**src/rtl/spi_ee_pkg.sv**
```systemverilog
package spi_ee_pkg;
  localparam logic [7:0] OP_MEM_WR    = 8'h02;
  localparam logic [7:0] OP_MEM_RD    = 8'h03;
  localparam logic [7:0] OP_LATCH_OFF = 8'h04;
  localparam logic [7:0] OP_STAT_RD   = 8'h05;
  localparam logic [7:0] OP_LATCH_ON  = 8'h06;

  typedef struct packed {
    logic setWel;
    logic clrWel;
    logic bufStart;
    logic bufWrite;
    logic commit;
  } ee_strobe_t;

  typedef enum logic [2:0] {
    ST_OPCODE, ST_ADDR, ST_LOAD, ST_READ, ST_WRITE, ST_STATUS, ST_IGNORE
  } ee_state_t;
endpackage

```
**src/rtl/spi_ee_ctrl.sv**
```systemverilog
module spi_ee_ctrl
  import spi_ee_pkg::*;
#(
  parameter int AW        = 9,
  parameter int PW        = 4,
  parameter int ADDR_MODE = 9
) (
  input  logic          clk,
  input  logic          rstN,
  input  logic          sck,
  input  logic          csN,
  input  logic          mosi,
  output logic          miso,
  output ee_strobe_t    stb,
  output logic [AW-1:0] curAddr,
  output logic [PW-1:0] wrOff,
  output logic [7:0]    wrData,
  input  logic [7:0]    statusByte,
  input  logic [7:0]    memRdData
);
  localparam bit NINE_BIT   = (ADDR_MODE == 9);
  localparam int ADDR_BYTES = NINE_BIT ? 1 : ADDR_MODE;

  // two-flop synchronisers plus one stage for edge detection
  logic [2:0] sckSync, csSync;
  logic [1:0] mosiSync;

  always_ff @(posedge clk) begin
    if (!rstN) begin
      sckSync  <= '0;
      csSync   <= '1;
      mosiSync <= '0;
    end else begin
      sckSync  <= {sckSync[1:0], sck};
      csSync   <= {csSync[1:0], csN};
      mosiSync <= {mosiSync[0], mosi};
    end
  end

  logic sckRise, csHigh, csRise, bitIn;
  assign sckRise = sckSync[1] & ~sckSync[2];
  assign csHigh  = csSync[1];
  assign csRise  = csSync[1] & ~csSync[2];
  assign bitIn   = mosiSync[1];

  ee_state_t      state;
  logic [2:0]     bitCnt;
  logic [6:0]     shiftIn;
  logic [7:0]     txShift;
  logic [AW-1:0]  addrAcc;
  logic [AW-1:0]  addrReg;
  logic [1:0]     addrLeft;
  logic           isWrite;
  logic           gotData;

  logic [7:0]    rxByte, cmd;
  logic          byteDone, busyNow, latchNow;
  logic [AW-1:0] addrNext, pageInc;

  assign rxByte   = {shiftIn, bitIn};
  assign byteDone = sckRise && !csHigh && (bitCnt == 3'd7);
  assign cmd      = NINE_BIT ? (rxByte & 8'hF7) : rxByte;
  assign busyNow  = statusByte[0];
  assign latchNow = statusByte[1];
  assign addrNext = AW'({addrAcc, rxByte});
  assign pageInc  = {addrReg[AW-1:PW], addrReg[PW-1:0] + 1'b1};

  always_ff @(posedge clk) begin
    if (!rstN) begin
      state    <= ST_OPCODE;
      bitCnt   <= '0;
      shiftIn  <= '0;
      txShift  <= '0;
      addrAcc  <= '0;
      addrReg  <= '0;
      addrLeft <= '0;
      isWrite  <= 1'b0;
      gotData  <= 1'b0;
      stb      <= '0;
      wrOff    <= '0;
      wrData   <= '0;
    end else begin
      stb <= '0;
      if (csHigh) begin
        if (csRise && state == ST_WRITE && bitCnt == 3'd0 && gotData)
          stb.commit <= 1'b1;
        state   <= ST_OPCODE;
        bitCnt  <= '0;
        gotData <= 1'b0;
        txShift <= '0;
      end else begin
        if (sckRise) begin
          bitCnt  <= bitCnt + 1'b1;
          shiftIn <= {shiftIn[5:0], bitIn};
          if (state == ST_READ || state == ST_STATUS)
            txShift <= {txShift[6:0], 1'b0};
        end
        if (state == ST_LOAD) begin
          if (isWrite) begin
            stb.bufStart <= 1'b1;
            state        <= ST_WRITE;
          end else begin
            txShift <= memRdData;
            addrReg <= addrReg + 1'b1;
            state   <= ST_READ;
          end
        end
        if (byteDone) begin
          case (state)
            ST_OPCODE: begin
              addrAcc  <= AW'(NINE_BIT ? rxByte[3] : 1'b0);
              addrLeft <= 2'(ADDR_BYTES);
              if (busyNow && cmd != OP_STAT_RD) begin
                state <= ST_IGNORE;
              end else begin
                case (cmd)
                  OP_STAT_RD: begin
                    txShift <= statusByte;
                    state   <= ST_STATUS;
                  end
                  OP_LATCH_ON: begin
                    stb.setWel <= 1'b1;
                    state      <= ST_IGNORE;
                  end
                  OP_LATCH_OFF: begin
                    stb.clrWel <= 1'b1;
                    state      <= ST_IGNORE;
                  end
                  OP_MEM_RD: begin
                    isWrite <= 1'b0;
                    state   <= ST_ADDR;
                  end
                  OP_MEM_WR: begin
                    isWrite <= 1'b1;
                    state   <= latchNow ? ST_ADDR : ST_IGNORE;
                  end
                  default: state <= ST_IGNORE;
                endcase
              end
            end
            ST_ADDR: begin
              addrAcc  <= addrNext;
              addrLeft <= addrLeft - 1'b1;
              if (addrLeft == 2'd1) begin
                addrReg <= addrNext;
                state   <= ST_LOAD;
              end
            end
            ST_READ: begin
              txShift <= memRdData;
              addrReg <= addrReg + 1'b1;
            end
            ST_STATUS: txShift <= statusByte;
            ST_WRITE: begin
              stb.bufWrite <= 1'b1;
              wrOff        <= addrReg[PW-1:0];
              wrData       <= rxByte;
              addrReg      <= pageInc;
              gotData      <= 1'b1;
            end
            default: ;
          endcase
        end
      end
    end
  end

  assign curAddr = addrReg;
  assign miso    = (state == ST_READ || state == ST_STATUS) ? txShift[7] : 1'b0;
endmodule

```
**config.mk**
```make
export PLATFORM = sky130hd
export DESIGN_NAME = spi_ee_ctrl
export DESIGN_NICKNAME = d
export VERILOG_FILES = /design/src/rtl/spi_ee_pkg.sv /design/src/rtl/spi_ee_ctrl.sv
export SDC_FILE = /design/constraint.sdc
export NUM_CORES = 1
export LEC_CHECK = 0
export BUFFER_PORTS_ARGS = -buffer_cell sky130_fd_sc_hd__buf_2
export CORE_ASPECT_RATIO = 1.4
export CORE_MARGIN = 2
export CORE_UTILIZATION = 45
export DETAILED_ROUTE_END_ITERATION = 8
export PLACE_DENSITY = 0.65
export SYNTH_ARGS = -nofsm -noshare
export SYNTH_HDL_FRONTEND = slang
export SYNTH_SLANG_ARGS = --single-unit
```
**constraint.sdc**
```tcl
create_clock -name clk -period 5.8 [get_ports clk]
set_input_delay 0.29 -clock clk [delete_from_list [all_inputs] [get_ports clk]]
set_output_delay 0.29 -clock clk [all_outputs]
set_load 0.005 [all_outputs]
```
==> PnR_summary.wiki <==
{| class="wikitable"
! Metric !! Value
|-
| Reported max-cap violation count || 0
|-
| Number of buffers created by CTS || 9
|-
| Post-route ant nets || 0
|-
| Combinational share of power || 3.2%
|-
| Least-Margin Pin Slew || 0.860 ns
|-
| Max-slew violation total from the final report || 0
|-
| Average via count per standard cell || 5.66
|-
| Post-layout worst setup margin || 3.54 ns
|-
| H-Tree Level Count || 3
|-
| Instance area after placement || 3440 sq um
|-
| Drt total wl || 7960 microns
|-
| Type of destination of the critical path || flip-flop
|-
| Total overflow reported by the global router || 0
|-
| Worst path buffer plus inverter count || 0
|-
| Avg Inst Size Synth || 8.12 sq um
|-
| Clk pin slew, worst setup/hold paths || 0.07 ns
|-
| Cell at the root of the clock tree || clkbuf_8
|-
| Warning count from the yosys run || 0
|-
| Fraction of power consumed by the clock network || 47.6%
|-
| RSZ-0062 raised after global routing || false
|-
| Via count || 2,965
|-
| Detailed route wirelength on metal2 || 4070 microns
|-
| Hold buffer count at cts || 0
|-
| Sinks on Clock Net || 60
|-
| Area grow syn2layout || 14.2%
|-
| HPWL Detailed || 5610 microns
|-
| Remaining routing DRC violations || 0
|-
| Number of I/O port buffers || 47
|-
| Syn nets || 420
|-
| Flops & latches, synth || 60
|-
| M1 WL || 3430 microns
|-
| Number of placement rows || 36
|-
| Count of flip-flops with a built-in enable after synthesis || 0
|-
| Switching power share of the total || 20.9%
|-
| Largest stage delay, worst path || 0.70 ns
|-
| Initial Utilization || 46.1%
|-
| Largest clock skew in the final design || 0.0124 ns
|-
| Top layer used by detailed routing || met4
|-
| Die outline height || 104 microns
|-
| Met3 wirelength from detailed routing || 364 microns
|-
| Summed area of non-filler cells in the final layout || 3650 sq um
|-
| Worst ir drop on vdd || 0.000241 V
|-
| Leak || 1.31 nW
|-
| Number of buffers on the longest clock path || 2
|-
| Antenna violations before repair || 0
|-
| Post-layout power || 0.859 mW
|-
| Non-filler instance count after layout || 524
|-
| Cell breakdown of the critical path || nor2b_1 > nand2_1 > a2bb2oi_1 > o32ai_1
|-
| Routed length per instance || 15.2 microns
|-
| Net count, final || 451
|-
| WS Path Type || flip-flop to flip-flop
|-
| Wire length of the first global-routing pass || 13,000 microns
|-
| Data required time of the critical path || 6.03 ns
|-
| Fraction of the yosys area taken by sequential cells || 37.6%
|-
| Main flop type after synthesis || dfxtp_1
|-
| Latest clock arrival within the worst-skew pair || 0.34 ns
|-
| Final min period || 2.26 ns
|-
| Final count of hold timing violations || 0
|-
| Core area || 6940 sq um
|-
| Cell family contributing the most delay on the critical path || simple AND/OR/NAND/NOR gates
|-
| Final RePlAce weighted congestion || 0.861
|-
| Sequential Power Share || 49.3%
|-
| Power Density || 235 nW/um^2
|-
| Width of the chip || 75.3 microns
|-
| Sum of negative setup slack || 0 ns
|-
| Number of global-route vias before repair || 2,797
|-
| Full die area || 7810 sq um
|-
| Share of post-route cells with drive strength above 1 || 17.7%
|-
| Number of buffers added for setup after CTS || 0
|-
| Worst hold path type || primary input to flip-flop
|-
| Pre-Repair DR Iteration Count || 5
|-
| Library cells used by synthesis || 60
|-
| I/O pin cnt || 48
|-
| Portion of the clock cycle consumed by the worst path in the final layout || 39.0%
|-
| Combined area of all synthesized cells || 3200 sq um
|-
| Number of setup violations in the final report || 0
|-
| Critical path data arrival time || 2.50 ns
|-
| TritonCTS clock tree || yes
|-
| Standard cell with the maximum stage delay on the critical path || dfxtp_1
|-
| Internal portion of total power || 0.680 mW
|-
| Worst max-slew margin expressed relative to the limit || 42.6%
|-
| Antenna Cells || 0
|-
| CP Launch Type || flip-flop
|-
| Worst R2R Setup Slack || 3.54 ns
|-
| Cells after synthesis || 394
|-
| Maximum clock frequency || 0.442 GHz
|-
| DRC marker count from the first detailed-route iteration || 230
|-
| Maximum fanout count along the critical path || 20
|-
| NetSw || 0.180 mW
|-
| Inst Count DP || 509
|-
| Status || finished clean
|-
| Resize count post-CTS || 0
|-
| Maximum number of pins on one net before global-route repair || 47
|-
| Worst-case setup slack after placement || 3.52 ns
|-
| GRT Overall Usage || 21.3%
|-
| Async set or reset register ratio after synthesis || 0%
|}
==> power groups by stage <==
stage | Combinational, mW | Sequential [mW] | Clock, mW
finish | 0.0272 | 0.423 | 0.409
global route | 0.0302 | 0.424 | 0.437
CTS | 0.0273 | 0.423 | 0.419
floorplan | 0.0180 | 0.427 | 0
detailed placement | 0.0271 | 0.432 | 0
global placement | 0.0264 | 0.432 | 0
==> stage by stage <==
step,util (%),hold WS (ns)
final,52.7,0.133
after global routing,52.7,0.126
after CTS,52.7,0.123
after global placement,49.6,0.415
after floorplan,-,0.386
after detailed placement,49.6,0.410
==> synth_stat cells, types with 6 or more instances <==
cell        n  share of area (%)
nand3_1    10                1.6
a21oi_1    23                3.6
nand2_1    61                7.2
nor2_1     35                4.1
o21ai_0    27                4.2
and2_1      8                1.6
o2bb2ai_1   8                2.2
clkbuf_1   21                2.5
buf_2       6               0.94
a21boi_0   19                4.5
dfxtp_1    60                 38
a22oi_1     8                1.9
xnor2_1     8                2.2
a221o_1     6                1.9
inv_1       8               0.94
==> final cells by class <==
cell class,instances,area (sq um)
Inverter,8,30.0
Clock inverter,4,73.8
Tap cell,95,119
Sequential cell,60,1200
Fill cell,688,3280
Multi-Input combinational cell,295,1820
Clock buffer,11,141
Timing Repair Buffer,51,265
==> cells in the final DEF (no fill, tap or decap), drive strengths merged, types with 2 or more instances in the layout <==
cell type | synthesis | final
a21boi | 19 | 19
a21oi | 23 | 23
a221o | 6 | 6
a22oi | 8 | 8
a2bb2oi | 2 | 2
a31oi | 4 | 4
a32oi | 2 | 2
and2 | 8 | 8
buf | 10 | 51
bufinv | 0 | 2
clkbuf | 21 | 11
clkinv | 0 | 2
dfxtp | 60 | 60
ha | 5 | 5
inv | 8 | 8
mux2i | 4 | 4
nand2 | 61 | 61
nand2b | 5 | 5
nand3 | 11 | 11
nand4 | 4 | 4
nor2 | 35 | 35
nor2b | 4 | 4
nor3 | 7 | 7
nor4 | 5 | 5
nor4b | 3 | 3
o211a | 2 | 2
o21ai | 28 | 28
o2bb2ai | 8 | 8
o311ai | 2 | 2
o31ai | 3 | 3
o32ai | 3 | 3
or3 | 5 | 5
xnor2 | 8 | 8
==> layer usage <==
metal	up-vias	global-route usage, %
li1	1472	-
met1	1403	25.5
met2	81	36.5
met3	9	4.96
met4	0	6.64
met5	-	0
==> path summary, 6_finish.rpt <==
check	cells after the start	from	to
setup / recovery	4	state[1]$_SDFF_PP0_	curAddr[7]$_SDFFE_PN0P_
hold / removal	2	csN	csSync[0]$_SDFF_PN1_
setup reg to reg	4	state[1]$_SDFF_PP0_	curAddr[7]$_SDFFE_PN0P_
hold reg to reg	1	csSync[0]$_SDFF_PN1_	csSync[1]$_SDFF_PN1_
==> kinds of logic (layout without fill, tap and decap cells) <==
logic type	Yosys count	in the layout	synth area share [%]
buffers and inverters	39	74	5.63
multiplexers	5	5	1.60
XOR/XNOR	9	9	2.46
adder cells (fa/ha/maj)	5	5	1.96
AND/OR/NAND/NOR	158	158	25.7
flip-flops	60	60	37.6
AO/OA/AOI/OAI	118	118	25.1
==> worst register-to-register path: stages, from the launching register on <==
cell and delay [ns]:
dfxtp_1 0.70, nor2b_1 0.70, nand2_1 0.25, a2bb2oi_1 0.20, o32ai_1 0.31
==> registers in the layout, indices dropped and copies added (netlist names), 3 cells and up <==
register,cells
stb,5
wrData,8
csSync,3
state,3
txShift,8
bitCnt,3
shiftIn,7
wrOff,4
sckSync,3
curAddr,9
No activity file was read; power rests on OpenSTA's default activity.
